===== config.mk =====
export PLATFORM = sky130hd
export DESIGN_NAME = gpio_bank_ctrl
export DESIGN_NICKNAME = d
export VERILOG_FILES = /design/src/rtl/gpio_pkg.sv /design/src/rtl/gpio_sync.sv /design/src/rtl/gpio_bank.sv /design/src/rtl/gpio_irq.sv /design/src/rtl/gpio_fsel.sv /design/src/rtl/gpio_bank_ctrl.sv
export SDC_FILE = /design/constraint.sdc
export NUM_CORES = 1
export LEC_CHECK = 0
export BUFFER_PORTS_ARGS = -buffer_cell sky130_fd_sc_hd__buf_2
export CORE_MARGIN = 2
export CORE_UTILIZATION = 45
export CTS_BUF_LIST = sky130_fd_sc_hd__clkbuf_8
export DETAILED_ROUTE_END_ITERATION = 7
export PLACE_DENSITY = 0.66
export SLEW_MARGIN = 40
export SYNTH_ARGS = -nofsm -noshare
export SYNTH_HDL_FRONTEND = slang
export SYNTH_HIERARCHICAL = 1
export SYNTH_SLANG_ARGS = --single-unit
export TNS_END_PERCENT = 30

===== constraint.sdc =====
create_clock -name clk -period 2.7 [get_ports clk]
set_input_delay 0.135 -clock clk [delete_from_list [all_inputs] [get_ports clk]]
set_output_delay 0.135 -clock clk [all_outputs]
set_load 0.05 [all_outputs]

===== src/rtl/gpio_pkg.sv =====
package gpio_pkg;
  localparam int REG_W  = 16;
  localparam int ADDR_W = 6;

  typedef logic [REG_W-1:0] reg_t;

  typedef enum logic [3:0] {
    K_NONE, K_DIR, K_INV, K_SET, K_CLR, K_IRQEN, K_EDGE, K_PEND, K_FSEL
  } reg_kind_e;

  typedef struct packed {
    reg_kind_e  kind;
    logic [3:0] idx;
  } reg_sel_t;

  // Word-address decode: banked groups of four, then the interrupt trio,
  // then the select words from 0x18 upward.
  function automatic reg_sel_t decode_addr(input logic [ADDR_W-1:0] a);
    reg_sel_t s;
    s.kind = K_NONE;
    s.idx  = {2'b00, a[1:0]};
    if (a[5:3] == 3'b011) begin
      s.kind = K_FSEL;
      s.idx  = {1'b0, a[2:0]};
    end else begin
      case (a[5:2])
        4'd0: s.kind = K_DIR;
        4'd1: s.kind = K_INV;
        4'd2: s.kind = K_SET;
        4'd3: s.kind = K_CLR;
        4'd4: begin
          case (a[1:0])
            2'd0:    s.kind = K_IRQEN;
            2'd1:    s.kind = K_EDGE;
            2'd2:    s.kind = K_PEND;
            default: s.kind = K_NONE;
          endcase
        end
        default: s.kind = K_NONE;
      endcase
    end
    return s;
  endfunction

  // Value seen on the pad for a latch/polarity pair.
  function automatic reg_t pad_level(input reg_t latch, input reg_t pol);
    return latch ^ pol;
  endfunction

  // Edge qualification: both-edge bit overrides, else polarity picks the edge.
  function automatic reg_t edge_hits(input reg_t prev, input reg_t cur,
                                     input reg_t pol, input reg_t both);
    reg_t rise;
    reg_t fall;
    rise = ~prev & cur;
    fall = prev & ~cur;
    return (both & (rise | fall)) | (~both & pol & rise) | (~both & ~pol & fall);
  endfunction
endpackage


===== src/rtl/gpio_sync.sv =====
module gpio_sync #(
  parameter int W = 16
) (
  input  logic         clk,
  input  logic         rst_n,
  input  logic [W-1:0] d,
  output logic [W-1:0] q
);
  logic [W-1:0] meta_q;

  always_ff @(posedge clk or negedge rst_n) begin
    if (!rst_n) begin
      meta_q <= '0;
      q      <= '0;
    end else begin
      meta_q <= d;
      q      <= meta_q;
    end
  end
endmodule


===== src/rtl/gpio_bank.sv =====
module gpio_bank
  import gpio_pkg::*;
(
  input  logic clk,
  input  logic rst_n,
  input  logic wr_dir,
  input  logic wr_inv,
  input  logic wr_set,
  input  logic wr_clr,
  input  reg_t wdata,
  output reg_t dir_q,
  output reg_t inv_q,
  output reg_t out_q,
  output reg_t pad_out,
  output reg_t pad_oe
);
  always_ff @(posedge clk or negedge rst_n) begin
    if (!rst_n) begin
      dir_q <= '1;
      inv_q <= '0;
      out_q <= '0;
    end else begin
      if (wr_dir) dir_q <= wdata;
      if (wr_inv) inv_q <= wdata;
      if (wr_set)      out_q <= out_q | wdata;
      else if (wr_clr) out_q <= out_q & ~wdata;
    end
  end

  assign pad_out = pad_level(out_q, inv_q);
  assign pad_oe  = ~dir_q;

  assert_set_R4: assert property (@(posedge clk) disable iff (!rst_n)
    wr_set |=> ((out_q & $past(wdata)) == $past(wdata)));

  assert_clr_R5: assert property (@(posedge clk) disable iff (!rst_n)
    (wr_clr && !wr_set) |=> ((out_q & $past(wdata)) == '0));

  assert_hold_R4: assert property (@(posedge clk) disable iff (!rst_n)
    (!wr_set && !wr_clr) |=> $stable(out_q));
endmodule


===== src/rtl/gpio_irq.sv =====
module gpio_irq
  import gpio_pkg::*;
(
  input  logic clk,
  input  logic rst_n,
  input  reg_t lvl,
  input  reg_t pol,
  input  logic wr_en,
  input  logic wr_edge,
  input  logic wr_pend,
  input  reg_t wdata,
  output reg_t en_q,
  output reg_t both_q,
  output reg_t pend_q,
  output reg_t hit,
  output logic irq
);
  reg_t prev_q;
  reg_t clr_mask;

  assign hit      = edge_hits(prev_q, lvl, pol, both_q) & en_q;
  assign clr_mask = wr_pend ? wdata : '0;

  always_ff @(posedge clk or negedge rst_n) begin
    if (!rst_n) begin
      prev_q <= '0;
      en_q   <= '0;
      both_q <= '0;
      pend_q <= '0;
    end else begin
      prev_q <= lvl;
      if (wr_en)   en_q   <= wdata;
      if (wr_edge) both_q <= wdata;
      pend_q <= (pend_q & ~clr_mask) | hit;
    end
  end

  assign irq = |pend_q;

  assert_sticky_R12: assert property (@(posedge clk) disable iff (!rst_n)
    1'b1 |=> (($past(pend_q) & ~$past(clr_mask) & ~pend_q) == '0));

  assert_disabled_quiet_R11: assert property (@(posedge clk) disable iff (!rst_n)
    1'b1 |=> ((pend_q & ~$past(pend_q) & ~$past(en_q)) == '0));

  assert_irq_drop_R12: assert property (@(posedge clk) disable iff (!rst_n)
    $fell(irq) |-> $past(wr_pend));
endmodule


===== src/rtl/gpio_fsel.sv =====
module gpio_fsel
  import gpio_pkg::*;
#(
  parameter int NREG = 6
) (
  input  logic                  clk,
  input  logic                  rst_n,
  input  logic                  wr,
  input  logic [3:0]            idx,
  input  reg_t                  wdata,
  output reg_t [NREG-1:0]       words,
  output logic [NREG*REG_W-1:0] flat
);
  for (genvar k = 0; k < NREG; k++) begin : g_word
    always_ff @(posedge clk or negedge rst_n) begin
      if (!rst_n)                    words[k] <= '0;
      else if (wr && idx == 4'(k))   words[k] <= wdata;
    end
    assign flat[k*REG_W +: REG_W] = words[k];
  end
endmodule


===== src/rtl/gpio_bank_ctrl.sv =====
module gpio_bank_ctrl
  import gpio_pkg::*;
#(
  parameter int NUM_BANKS = 3,
  parameter int FSEL_W    = 2
) (
  input  logic                        clk,
  input  logic                        rst_n,
  input  logic [5:0]                  bus_addr,
  input  logic                        bus_wr,
  input  logic [15:0]                 bus_wdata,
  output logic [15:0]                 bus_rdata,
  input  logic [NUM_BANKS*16-1:0]     pin_in,
  output logic [NUM_BANKS*16-1:0]     pin_out,
  output logic [NUM_BANKS*16-1:0]     pin_oe,
  output logic [NUM_BANKS*16*FSEL_W-1:0] func_sel,
  output logic                        irq
);
  localparam int PINS = NUM_BANKS * REG_W;
  localparam int NREG = (PINS * FSEL_W + REG_W - 1) / REG_W;

  reg_sel_t sel;
  assign sel = decode_addr(bus_addr);

  logic [PINS-1:0] sync_lvl;
  reg_t [NUM_BANKS-1:0] dir_v, inv_v, out_v;

  gpio_sync #(.W(PINS)) u_sync (
    .clk(clk), .rst_n(rst_n), .d(pin_in), .q(sync_lvl)
  );

  for (genvar b = 0; b < NUM_BANKS; b++) begin : g_bank
    logic hit_b;
    assign hit_b = (sel.idx == 4'(b));
    gpio_bank u_bank (
      .clk    (clk),
      .rst_n  (rst_n),
      .wr_dir (bus_wr && sel.kind == K_DIR && hit_b),
      .wr_inv (bus_wr && sel.kind == K_INV && hit_b),
      .wr_set (bus_wr && sel.kind == K_SET && hit_b),
      .wr_clr (bus_wr && sel.kind == K_CLR && hit_b),
      .wdata  (bus_wdata),
      .dir_q  (dir_v[b]),
      .inv_q  (inv_v[b]),
      .out_q  (out_v[b]),
      .pad_out(pin_out[b*REG_W +: REG_W]),
      .pad_oe (pin_oe[b*REG_W +: REG_W])
    );
  end

  reg_t en_v, both_v, pend_v, hit_v;
  gpio_irq u_irq (
    .clk    (clk),
    .rst_n  (rst_n),
    .lvl    (sync_lvl[REG_W-1:0]),
    .pol    (inv_v[0]),
    .wr_en  (bus_wr && sel.kind == K_IRQEN),
    .wr_edge(bus_wr && sel.kind == K_EDGE),
    .wr_pend(bus_wr && sel.kind == K_PEND),
    .wdata  (bus_wdata),
    .en_q   (en_v),
    .both_q (both_v),
    .pend_q (pend_v),
    .hit    (hit_v),
    .irq    (irq)
  );

  reg_t [NREG-1:0] fs_words;
  logic [NREG*REG_W-1:0] fs_flat;
  gpio_fsel #(.NREG(NREG)) u_fsel (
    .clk  (clk),
    .rst_n(rst_n),
    .wr   (bus_wr && sel.kind == K_FSEL),
    .idx  (sel.idx),
    .wdata(bus_wdata),
    .words(fs_words),
    .flat (fs_flat)
  );
  assign func_sel = fs_flat[PINS*FSEL_W-1:0];

  always_comb begin
    bus_rdata = '0;
    case (sel.kind)
      K_IRQEN: bus_rdata = en_v;
      K_EDGE:  bus_rdata = both_v;
      K_PEND:  bus_rdata = pend_v;
      K_FSEL: begin
        for (int k = 0; k < NREG; k++)
          if (sel.idx == 4'(k)) bus_rdata = fs_words[k];
      end
      default: begin
        for (int b = 0; b < NUM_BANKS; b++) begin
          if (sel.idx == 4'(b)) begin
            case (sel.kind)
              K_DIR:   bus_rdata = dir_v[b];
              K_INV:   bus_rdata = inv_v[b];
              K_SET:   bus_rdata = pad_level(sync_lvl[b*REG_W +: REG_W], inv_v[b]);
              K_CLR:   bus_rdata = out_v[b];
              default: bus_rdata = '0;
            endcase
          end
        end
      end
    endcase
  end

  assert_irq_cause_R11: assert property (@(posedge clk) disable iff (!rst_n)
    $rose(irq) |-> ($past(hit_v) != '0));
endmodule


Yosys cells after proc, flatten, opt, wreduce, memory -nomap -nowiden. Index checks and enable logic that the tools add are counted.

Bits in registers: 400. Output and inout port bits: 209. Word-level logic and storage cells: 132. Bits of input ports: 73.

Eq/ne operators: 20. Mux-type cells: 24. Bitwise gates (word level): 34. Reduce and logical (&&, ||, !) cells: 33.

Operators by type and width (count): 16-bit 2-to-1 mux (16); 16-bit one-hot mux with 4 select lines (4); 16-bit AND (12); 16-bit NOT (9); 16-bit OR (7); 16-bit XOR (6); 1-bit logical AND (26); 4-bit by 3-bit == test with 1-bit output, second input constant (5); 4-bit by 2-bit == test with 1-bit output, second input constant (4); 16-bit OR reduction (1); 3-bit one-hot mux with 5 select lines (1); 3-bit by 2-bit == test with 1-bit output, second input constant (3); 3-bit one-hot mux with 3 select lines (1); 4-bit by 1-bit == test with 1-bit output, second input constant (2); 4-bit logical NOT (2); 3-bit == test, second input constant (2); 2-bit nonzero test (3); 4-bit == test, second input constant (1); 4-bit 2-to-1 mux (1); 3-bit by 1-bit == test with 1-bit output, second input constant (1); 3-bit 2-to-1 mux (1); 2-bit by 1-bit == test with 1-bit output, second input constant (1); 2-bit == test, second input constant (1); 2-bit logical NOT (1).

Depth between registers and ports, before layout. Gate-level depths: netlist of the first run.

Depth in word-level cells: 10. Gate-level depth with buffers: 12. Mapped depth without buffers: 9.

By module. The synthesis of the first run kept the hierarchy.

By module, submodules not included: gpio_bank (area an instance 2047.0 µm², cells an instance 169, times used 3, sequential area each 1221.2 µm²); gpio_fsel (area an instance 4375.4 µm², cells an instance 305, times used 1, sequential area each 2402.3 µm²); gpio_bank_ctrl (area an instance 3659.8 µm², cells an instance 565, times used 1, sequential area each 0.0 µm²); gpio_irq (area an instance 3498.4 µm², cells an instance 283, times used 1, sequential area each 1601.5 µm²); gpio_sync (area an instance 2402.3 µm², cells an instance 96, times used 1, sequential area each 2402.3 µm²).

Worst setup path before layout of the first run. Ideal clock, no wire load.

Path type: input port to output port. Start point: in bus_addr[0]. End point: out bus_rdata[4]. Path buffers: 1. Arrival: 2.589 ns. Required time: 2.565 ns. Slack: -0.024 ns. Stages: 8. Cell sequence: ha_1 or4b_4 a21o_1 nor3_2 buf_4 a32oi_1 and3_1 o221ai_1.

Word-level cells in the longest chain between the ends: 10. Elaborated cells on any way between the ends: 34. Those cells by class: eq/ne (15); mux (17); reduce/logical (2).

RTL lines: start, declared (line gpio_bank_ctrl.sv:9) `input logic [5:0] bus_addr,`; 2-bit == test, or another cell as far along (line gpio_pkg.sv:32) `case (a[1:0])`; 3-bit one-hot mux with 3 select lines (line gpio_pkg.sv:32); 3-bit one-hot mux with 5 select lines (line gpio_pkg.sv:26) `case (a[5:2])`; 4-bit 2-to-1 mux (line gpio_pkg.sv:22) `if (a[5:3] == 3'b011) begin`; 4-bit by 3-bit == test with 1-bit output, or another cell as far along (line gpio_bank_ctrl.sv:94) `case (sel.kind)`; 16-bit one-hot mux with 4 select lines (line gpio_bank_ctrl.sv:94); 16-bit 2-to-1 mux (3 in series) (line gpio_bank_ctrl.sv:93) `if (sel.idx == 4'(b)) begin`; 16-bit one-hot mux with 4 select lines (*) (line gpio_bank_ctrl.sv:83) `case (sel.kind)`; end, declared (line gpio_bank_ctrl.sv:12) `output logic [15:0] bus_rdata,`.

Mark *: on every way between the ends. The rest lies on a longest branch, timed or not.

==> impl_metrics.toml, run 1 <==
[floorplanning]
dieArea_um2 = 45820
die_h_um = 214.1
pin_count = 282
fp.coreArea_um2 = 43360
initial_core_util_pct = 45.79
core.rowCount = 76
fp.dieW_um = 214.1

[sta]
setup_viol = 10
hold_viol_final = 0
tightest_slew_ns = 0.7421
fmax_mhz = 363.5
period_share_pct = 101.9
finalWorstSetupSlack_ns = -0.05069
max_slew_margin_pct = 50.53
rsz0062_at_grt = "yes"
slew_violations = 0
fin_skew_ns = 0.02769
fin_crit_ns = 2.751
whs_ns = 0.03804

[pwr]
power_density_nw_per_um2 = 765.7
combPwrFrac_pct = 28.1
clock_power_share_pct = 31.0
internal-power_uw = 12150
seqPwrFrac_pct = 40.8
p_sw_uw = 7171
power_uw = 19320
leakage_uw = 0.01223
ir_drop_v = 0.0006789
swShare_pct = 37.11

[clock_tree]
path_clk_slew_ns = 0.06
numCtsBuffers = 70
cts_buffer_depth = 3
ctsHtreeMaxLevel = 3
clock_sinks = 400
clk_latency_ns = 0.66
root_buffer = "clkbuf_8"
cts_tree = "built"

[cells_and_area]
final_nets = 2247
drive_above_1_share_pct = 39.82
nFillCells = 3651
regArea_um2 = 10070
multi_input_area_um2 = 8562
final_common_cell = "dfrtp_1"
area_growth_pct = 27.10
design_area_um2 = 25240
final_cell_mix = "dfrtp_1 (350), buf_2 (262), nand2_1 (164), buf_4 (161), mux2_2 (116)"

[synthesis]
yosys_warnings = 6
avgSynthCellArea_um2 = 11.52
synth_cells = 1724
synth_area_um2 = 19860

[route]
first_pass_iters = 7
postRouteAntennaNets = 0
viasPerCell = 5.666
drc = 0
drt_iter0_drc = 1488
routed_wl_um = 69710
wire_per_inst_um = 25.09
via_count = 15740

[critical_path]
arrival_ns = 2.62
rr_startpoint = "u_sync/q[4]$_DFF_PN0_"
cp-end-kind = "output pin"
critPathLaunchType = "input port"
path_max_fanout = 12
path_class = "input port to output pin"
cp-startpoint = "bus_addr[3]"
required_ns = 2.57

[placed_design]
place_hpwl_um = 49690
portBuffers = 281
place_area_um2 = 22510
gp_congestion = 0.9663

[hold_path]
hold_class = "input port to flip-flop"
min_from = "bus_wdata[13]"

[global_routing]
grt_max_degree = 86
grt-ovfl-total = 0
grt_pass1_wl_um = 103700
antenna_found_initial = 2
track_usage_pct = 30.13
grt_pass1_vias = 16160

[run]
cap_violations = 0

[status]
violations = "setup timing"
outcome = "complete, but fails checks"
==> timing repair <==
item | CTS | global route
endpoints found under the hold margin | 161 | 0
gates resized for setup | 72 | 29
endpoints found under the setup margin | 16 | 16
pin swaps | 18 | 16
setup buffers | 12 | 1
hold buffers | 63 | 0
==> final cells by class <==
type | count | share of cell area, %
inverter | 84 | 1.249
tap | 585 | 2.900
multi-input combinational | 1045 | 33.93
timing repair buffer | 536 | 15.99
antenna | 3 | 0.02975
clock inverter | 39 | 1.299
clock buffer | 86 | 4.690
sequential | 400 | 39.91
==> power by group through the flow <==
stage          registers (uW)  clock network, uW  logic (uW)
3_3_place_gp             7930                  0        5170
6_report                 7890               6000        5440
4_1_cts                  7860               6100        5390
5_1_grt                  7970               6380        5680
2_1_floorplan            8050                  0        3290
3_5_place_dp             7950                  0        5220
==> worst paths after layout <==
path	endpoint	slack, ns	cells past startpoint
max	bus_rdata[9]	-0.05	13
min	g_bank[2].u_bank/dir_q[13]$_DFFE_PN1P_	0.04	3
max reg2reg	u_irq/pend_q[4]$_DFF_PN0_	1.18	4
min reg2reg	u_sync/q[15]$_DFF_PN0_	0.34	0
max in group asynchronous	g_bank[0].u_bank/dir_q[3]$_DFFE_PN1P_	1.69	3
min in group asynchronous	u_sync/q[13]$_DFF_PN0_	0.12	2
==> metal layers <==
layer	vias up	part of all wire, %	global-route usage (%)	routed length [um]
met1	8084	43	40.65	29900
met4	2	3.6	13.08	2489
met2	651	47	47.21	32680
li1	6883	-	-	-
met5	-	0.019	0	13
met3	120	6.6	6.284	4620
==> stage by stage <==
stage | TNS [ns] | cells | util (%) | worst slack (ns)
after global routing | -1.342 | 2775 | 58.18 | -0.1357
final | -0.2964 | 2778 | 58.20 | -0.05069
after global placement | -8.457 | 2574 | 51.90 | -0.3866
after detailed placement | -8.617 | 2574 | 51.90 | -0.4407
after floorplan | -0.04390 | 1725 | - | -0.02195
after CTS | -0.5677 | 2774 | 57.87 | -0.1077
==> worst max-delay path, stage by stage <==
cell      delay, ns
buf_2          0.15
buf_6          0.15
nand4b_2       0.13
buf_4          0.14
inv_2          0.04
nor3b_2        0.18
buf_4          0.25
a221oi_1       0.12
nor3_1         0.36
o221ai_1       0.26
o21ai_1        0.27
a31o_2         0.25
buf_12         0.15
No activity file was read; power rests on OpenSTA's default activity.
==> inputs of run 2 (changes only) <==
Clock period 2.7 ns to 2.8 ns, I/O delays scaled along.
==> impl_metrics.toml, run 2 (same netlist as run 1, synthesis figures left out) <==
[sta]
slew_violations = 0
fin_crit_ns = 2.850
fmax_mhz = 350.9
finalWorstSetupSlack_ns = -0.04970
rsz0062_at_grt = "yes"
max_slew_margin_pct = 51.64
tightest_slew_ns = 0.7254
setup_viol = 2
hold_viol_final = 0
period_share_pct = 101.8
fin_skew_ns = 0.01283

[cells_and_area]
final_nets = 2239
design_area_um2 = 25210
final_cell_mix = "dfrtp_1 (351), buf_2 (262), nand2_1 (163), buf_4 (152), mux2_2 (116)"
final_common_cell = "dfrtp_1"
nFillCells = 3726
drive_above_1_share_pct = 40.23
area_growth_pct = 26.98

[placed_design]
place_area_um2 = 22470
portBuffers = 281
gp_congestion = 0.9906
place_hpwl_um = 49140

[status]
outcome = "complete, but fails checks"
violations = "setup timing"

[critical_path]
critPathSlowestCell = "or3b_2"
path_cells = "buf_2 -> buf_4 -> or3b_2 -> a31oi_4 -> buf_4 -> buf_12 -> buf_4 -> nor2_1 -> a211oi_2 -> o221ai_2 -> o211ai_1 -> clkbuf_16"
path_class = "input port to output pin"
crit_buf_inv = 6
path_max_fanout = 13
cp_top_family = "buffers and inverters"
critPathMaxStageDelay_ns = 0.51
critPathLaunchType = "input port"
arrival_ns = 2.71
required_ns = 2.66
cp-end-kind = "output pin"
cpMostUsedCell = "buf_4"

[route]
viasPerCell = 5.698
first_pass_iters = 6
drt_iter0_drc = 1381
routed_wl_um = 69700
drc = 0
wire_per_inst_um = 25.15
via_count = 15790
postRouteAntennaNets = 0

[clock_tree]
ctsHtreeMaxLevel = 3
path_clk_slew_ns = 0.06
clock_sinks = 400
numCtsBuffers = 70
clk_latency_ns = 0.63
root_buffer = "clkbuf_8"
cts_buffer_depth = 3
cts_tree = "built"

[floorplanning]
pin_count = 282
initial_core_util_pct = 45.79
fp.coreArea_um2 = 43360
die_h_um = 214.1
dieArea_um2 = 45820
core.rowCount = 76
fp.dieW_um = 214.1

[pwr]
leakage_uw = 0.01219
ir_drop_v = 0.0005133
power_density_nw_per_um2 = 736.8
power_uw = 18580

[global_routing]
grt_pass1_wl_um = 103200
grt_max_degree = 94
grt-ovfl-total = 0
track_usage_pct = 29.95
grt_pass1_vias = 15990
antenna_found_initial = 2

[run]
cap_violations = 0

[hold_path]
hold_class = "input port to asynchronous set/reset pin"
==> run 2: where the power goes <==
part           internal [uW]  leakage (uW)  switching (uW)
Combinational           1710       0.00636            3540
Sequential              6690       0.00498             886
Clock                   3260      0.000846            2490
==> run 2: path summary, 6_finish.rpt <==
check | start | end | slack [ns] | cells after the start
max in group asynchronous | rst_n | u_sync/meta_q[35]$_DFF_PN0_ | 1.80 | 4
min in group clk | bus_wdata[10] | g_bank[1].u_bank/dir_q[10]$_DFFE_PN1P_ | 0.03 | 3
worst max register to register | u_sync/q[4]$_DFF_PN0_ | u_irq/pend_q[4]$_DFF_PN0_ | 1.31 | 4
worst max-delay path | bus_addr[2] | bus_rdata[1] | -0.05 | 12
worst min register to register | u_sync/meta_q[16]$_DFF_PN0_ | u_sync/q[16]$_DFF_PN0_ | 0.34 | 0
worst min-delay path | rst_n | u_sync/meta_q[6]$_DFF_PN0_ | 0.02 | 2
==> run 2: what timing repair did <==
action,4_1_cts,5_1_grt
hold buffers,58,0
setup buffers,8,3
pin swaps,21,23
hold endpoints to repair,141,0
resized for setup,68,40
setup endpoints to repair,15,16
gates cloned,3,0
==> run 2: per-layer routing <==
layer  global-route usage, %  part of all wire [%]
met4                   11.25                   3.6
met2                   47.13                    47
met3                   6.340                   7.5
met5                       0                 0.023
met1                   40.88                    42
==> run 2: through the flow <==
stage | setup TNS, ns | std cells | hold WS, ns | util, % | worst slack (ns)
CTS | -0.4561 | 2766 | 0.00006606 | 57.74 | -0.09846
global placement | -2.637 | 2569 | 0.2475 | 51.83 | -0.2156
floorplan | 0 | 1725 | -0.1556 | - | 0.06588
global route | -0.1152 | 2771 | 0.03196 | 58.15 | -0.04915
detailed placement | -5.043 | 2569 | 0.2493 | 51.83 | -0.2582
finish | -0.05093 | 2771 | 0.02170 | 58.15 | -0.04970
==> run 2: final cells by class <==
cell class | instances | area (um2) | area share [%]
Tap cell | 585 | 732.0 | 2.903
Clock buffer | 90 | 1239 | 4.913
Clock inverter | 38 | 277.8 | 1.102
Multi-Input combinational cell | 1045 | 8516 | 33.78
Inverter | 84 | 317.8 | 1.260
Antenna cell | 1 | 2.502 | 0.009925
Timing Repair Buffer | 528 | 4058 | 16.09
Sequential cell | 400 | 10070 | 39.94
==> inputs of run 3 (changes only) <==
Settings changed: HOLD_SLACK_MARGIN set to 0.05.
==> impl_metrics.toml, run 3 (same netlist as run 1, synthesis figures left out) <==
[route]
first_pass_iters = 8
via_count = 15890
wire_per_inst_um = 25.10
routed_wl_um = 69790
drt_iter0_drc = 1287
viasPerCell = 5.716
postRouteAntennaNets = 0
drc = 1

[critical_path]
cp_top_family = "buffers and inverters"
cp-end-kind = "output pin"
crit_buf_inv = 6
path_class = "input port to output pin"
required_ns = 2.66
critPathSlowestCell = "or3b_2"
arrival_ns = 2.69
reg2reg_setup_slack_ns = 1.31
critPathLaunchType = "input port"
path_max_fanout = 13
cpMostUsedCell = "buf_4"
critPathMaxStageDelay_ns = 0.51
path_cells = "buf_2 -> buf_4 -> or3b_2 -> a31oi_4 -> buf_4 -> buf_12 -> buf_4 -> nor2_1 -> a211oi_2 -> o221ai_2 -> o211ai_1 -> clkbuf_16"

[floorplanning]
fp.coreArea_um2 = 43360
initial_core_util_pct = 45.79
pin_count = 282
dieArea_um2 = 45820
fp.dieW_um = 214.1
die_h_um = 214.1
core.rowCount = 76

[cells_and_area]
fin_cells = 2780
drive_above_1_share_pct = 40.08
final_cell_mix = "dfrtp_1 (351), buf_2 (262), nand2_1 (163), buf_4 (152), mux2_2 (116)"
final_nets = 2247
final_common_cell = "dfrtp_1"
utilization_pct = 58.34
area_growth_pct = 27.39

[sta]
fin_skew_ns = 0.01388
slew_violations = 0
tightest_slew_ns = 0.7248
finalWorstSetupSlack_ns = -0.02825
fin_tns_setup_ns = -0.02825
setup_viol = 1
hold_viol_final = 0
rsz0062_at_grt = "yes"
fmax_mhz = 353.6
max_slew_margin_pct = 51.68
whs_ns = 0.1488
period_share_pct = 101.0
fin_crit_ns = 2.828

[clock_tree]
ctsHtreeMaxLevel = 3
root_buffer = "clkbuf_8"
clock_sinks = 400
cts_tree = "built"
numCtsBuffers = 70
clk_latency_ns = 0.63
path_clk_slew_ns = 0.06
cts_buffer_depth = 3

[global_routing]
antenna_found_initial = 2
grt_pass1_wl_um = 103400
track_usage_pct = 30.00
grt_pass1_vias = 16030
grt_max_degree = 94
grt-ovfl-total = 0

[pwr]
ir_drop_v = 0.0005142
leakage_uw = 0.01223
power_density_nw_per_um2 = 734.3

[status]
outcome = "complete, but fails checks"
violations = "DRC, setup timing"

[placed_design]
dpl.cell_count = 2569
portBuffers = 281
place_hpwl_um = 49140
gp_congestion = 0.9906
pre_cts_ws_ns = -0.2582

[run]
cap_violations = 0

[hold_path]
hold_class = "input port to flip-flop"
-- run 3: cell types whose count changed in the layout (fill, tap and decap cells not counted), sizes merged --
cell,change
dlygate4sd3,+8
diode,+1
-- run 3: what timing repair did --
| action | CTS | global route |
|---|---|---|
| gates cloned | 3 | 0 |
| gates resized for setup | 68 | 40 |
| hold buffers | 65 | 1 |
| setup endpoints to repair | 15 | 16 |
| pin swaps | 21 | 23 |
| hold endpoints to repair | 182 | 10 |
| setup buffers | 8 | 3 |
-- run 3: power breakdown --
| group | total, uW | switching [uW] | internal [uW] | leakage (uW) |
|---|---|---|---|---|
| clock | 5740 | 2480 | 3260 | 0.000846 |
| combinational | 5260 | 3540 | 1710 | 0.00640 |
| sequential | 7570 | 885 | 6690 | 0.00498 |
-- run 3: path summary, 6_finish.rpt --
path | start | depth (start not counted) | end
worst max-delay path | bus_addr[2] | 12 | bus_rdata[1]
min in group asynchronous | rst_n | 3 | u_sync/meta_q[6]$_DFF_PN0_
worst max register to register | u_sync/q[4]$_DFF_PN0_ | 4 | u_irq/pend_q[4]$_DFF_PN0_
worst min-delay path | pin_in[1] | 2 | u_sync/meta_q[1]$_DFF_PN0_
worst min register to register | u_sync/meta_q[16]$_DFF_PN0_ | 0 | u_sync/q[16]$_DFF_PN0_
max in group asynchronous | rst_n | 5 | u_sync/meta_q[35]$_DFF_PN0_
-- run 3: through the flow --
| stage | area, um2 | total power [uW] |
|---|---|---|
| after floorplan | 19860 | 10930 |
| after global placement | 22470 | 12600 |
| after detailed placement | 22470 | 12670 |
| after CTS | 25110 | 18610 |
| after global routing | 25290 | 19260 |
| final | 25300 | 18580 |
-- run 3: area by class of cell --
type                            instances  area, um2
Tap cell                              585      732.0
Fill cell                            3716      18070
Sequential cell                       400      10070
Antenna cell                            2      5.005
Multi-Input combinational cell       1045       8516
Inverter                               84      317.8
Clock inverter                         38      277.8
Timing Repair Buffer                  536       4138
Clock buffer                           90       1239
-- run 3: layer usage --
layer | up-vias | global-route usage, % | wire length, um
li1 | 6880 | - | -
met1 | 8126 | 40.92 | 29340
met2 | 740 | 47.29 | 32410
met3 | 142 | 6.355 | 5385
met4 | 2 | 11.11 | 2642
met5 | - | 0 | 16
-- run 3: worst register-to-register path: stages, from the launching register on --
cell and delay (ns):
dfrtp_1 0.51, inv_1 0.08, ha_1 0.20, mux2_4 0.26, a221o_1 0.32
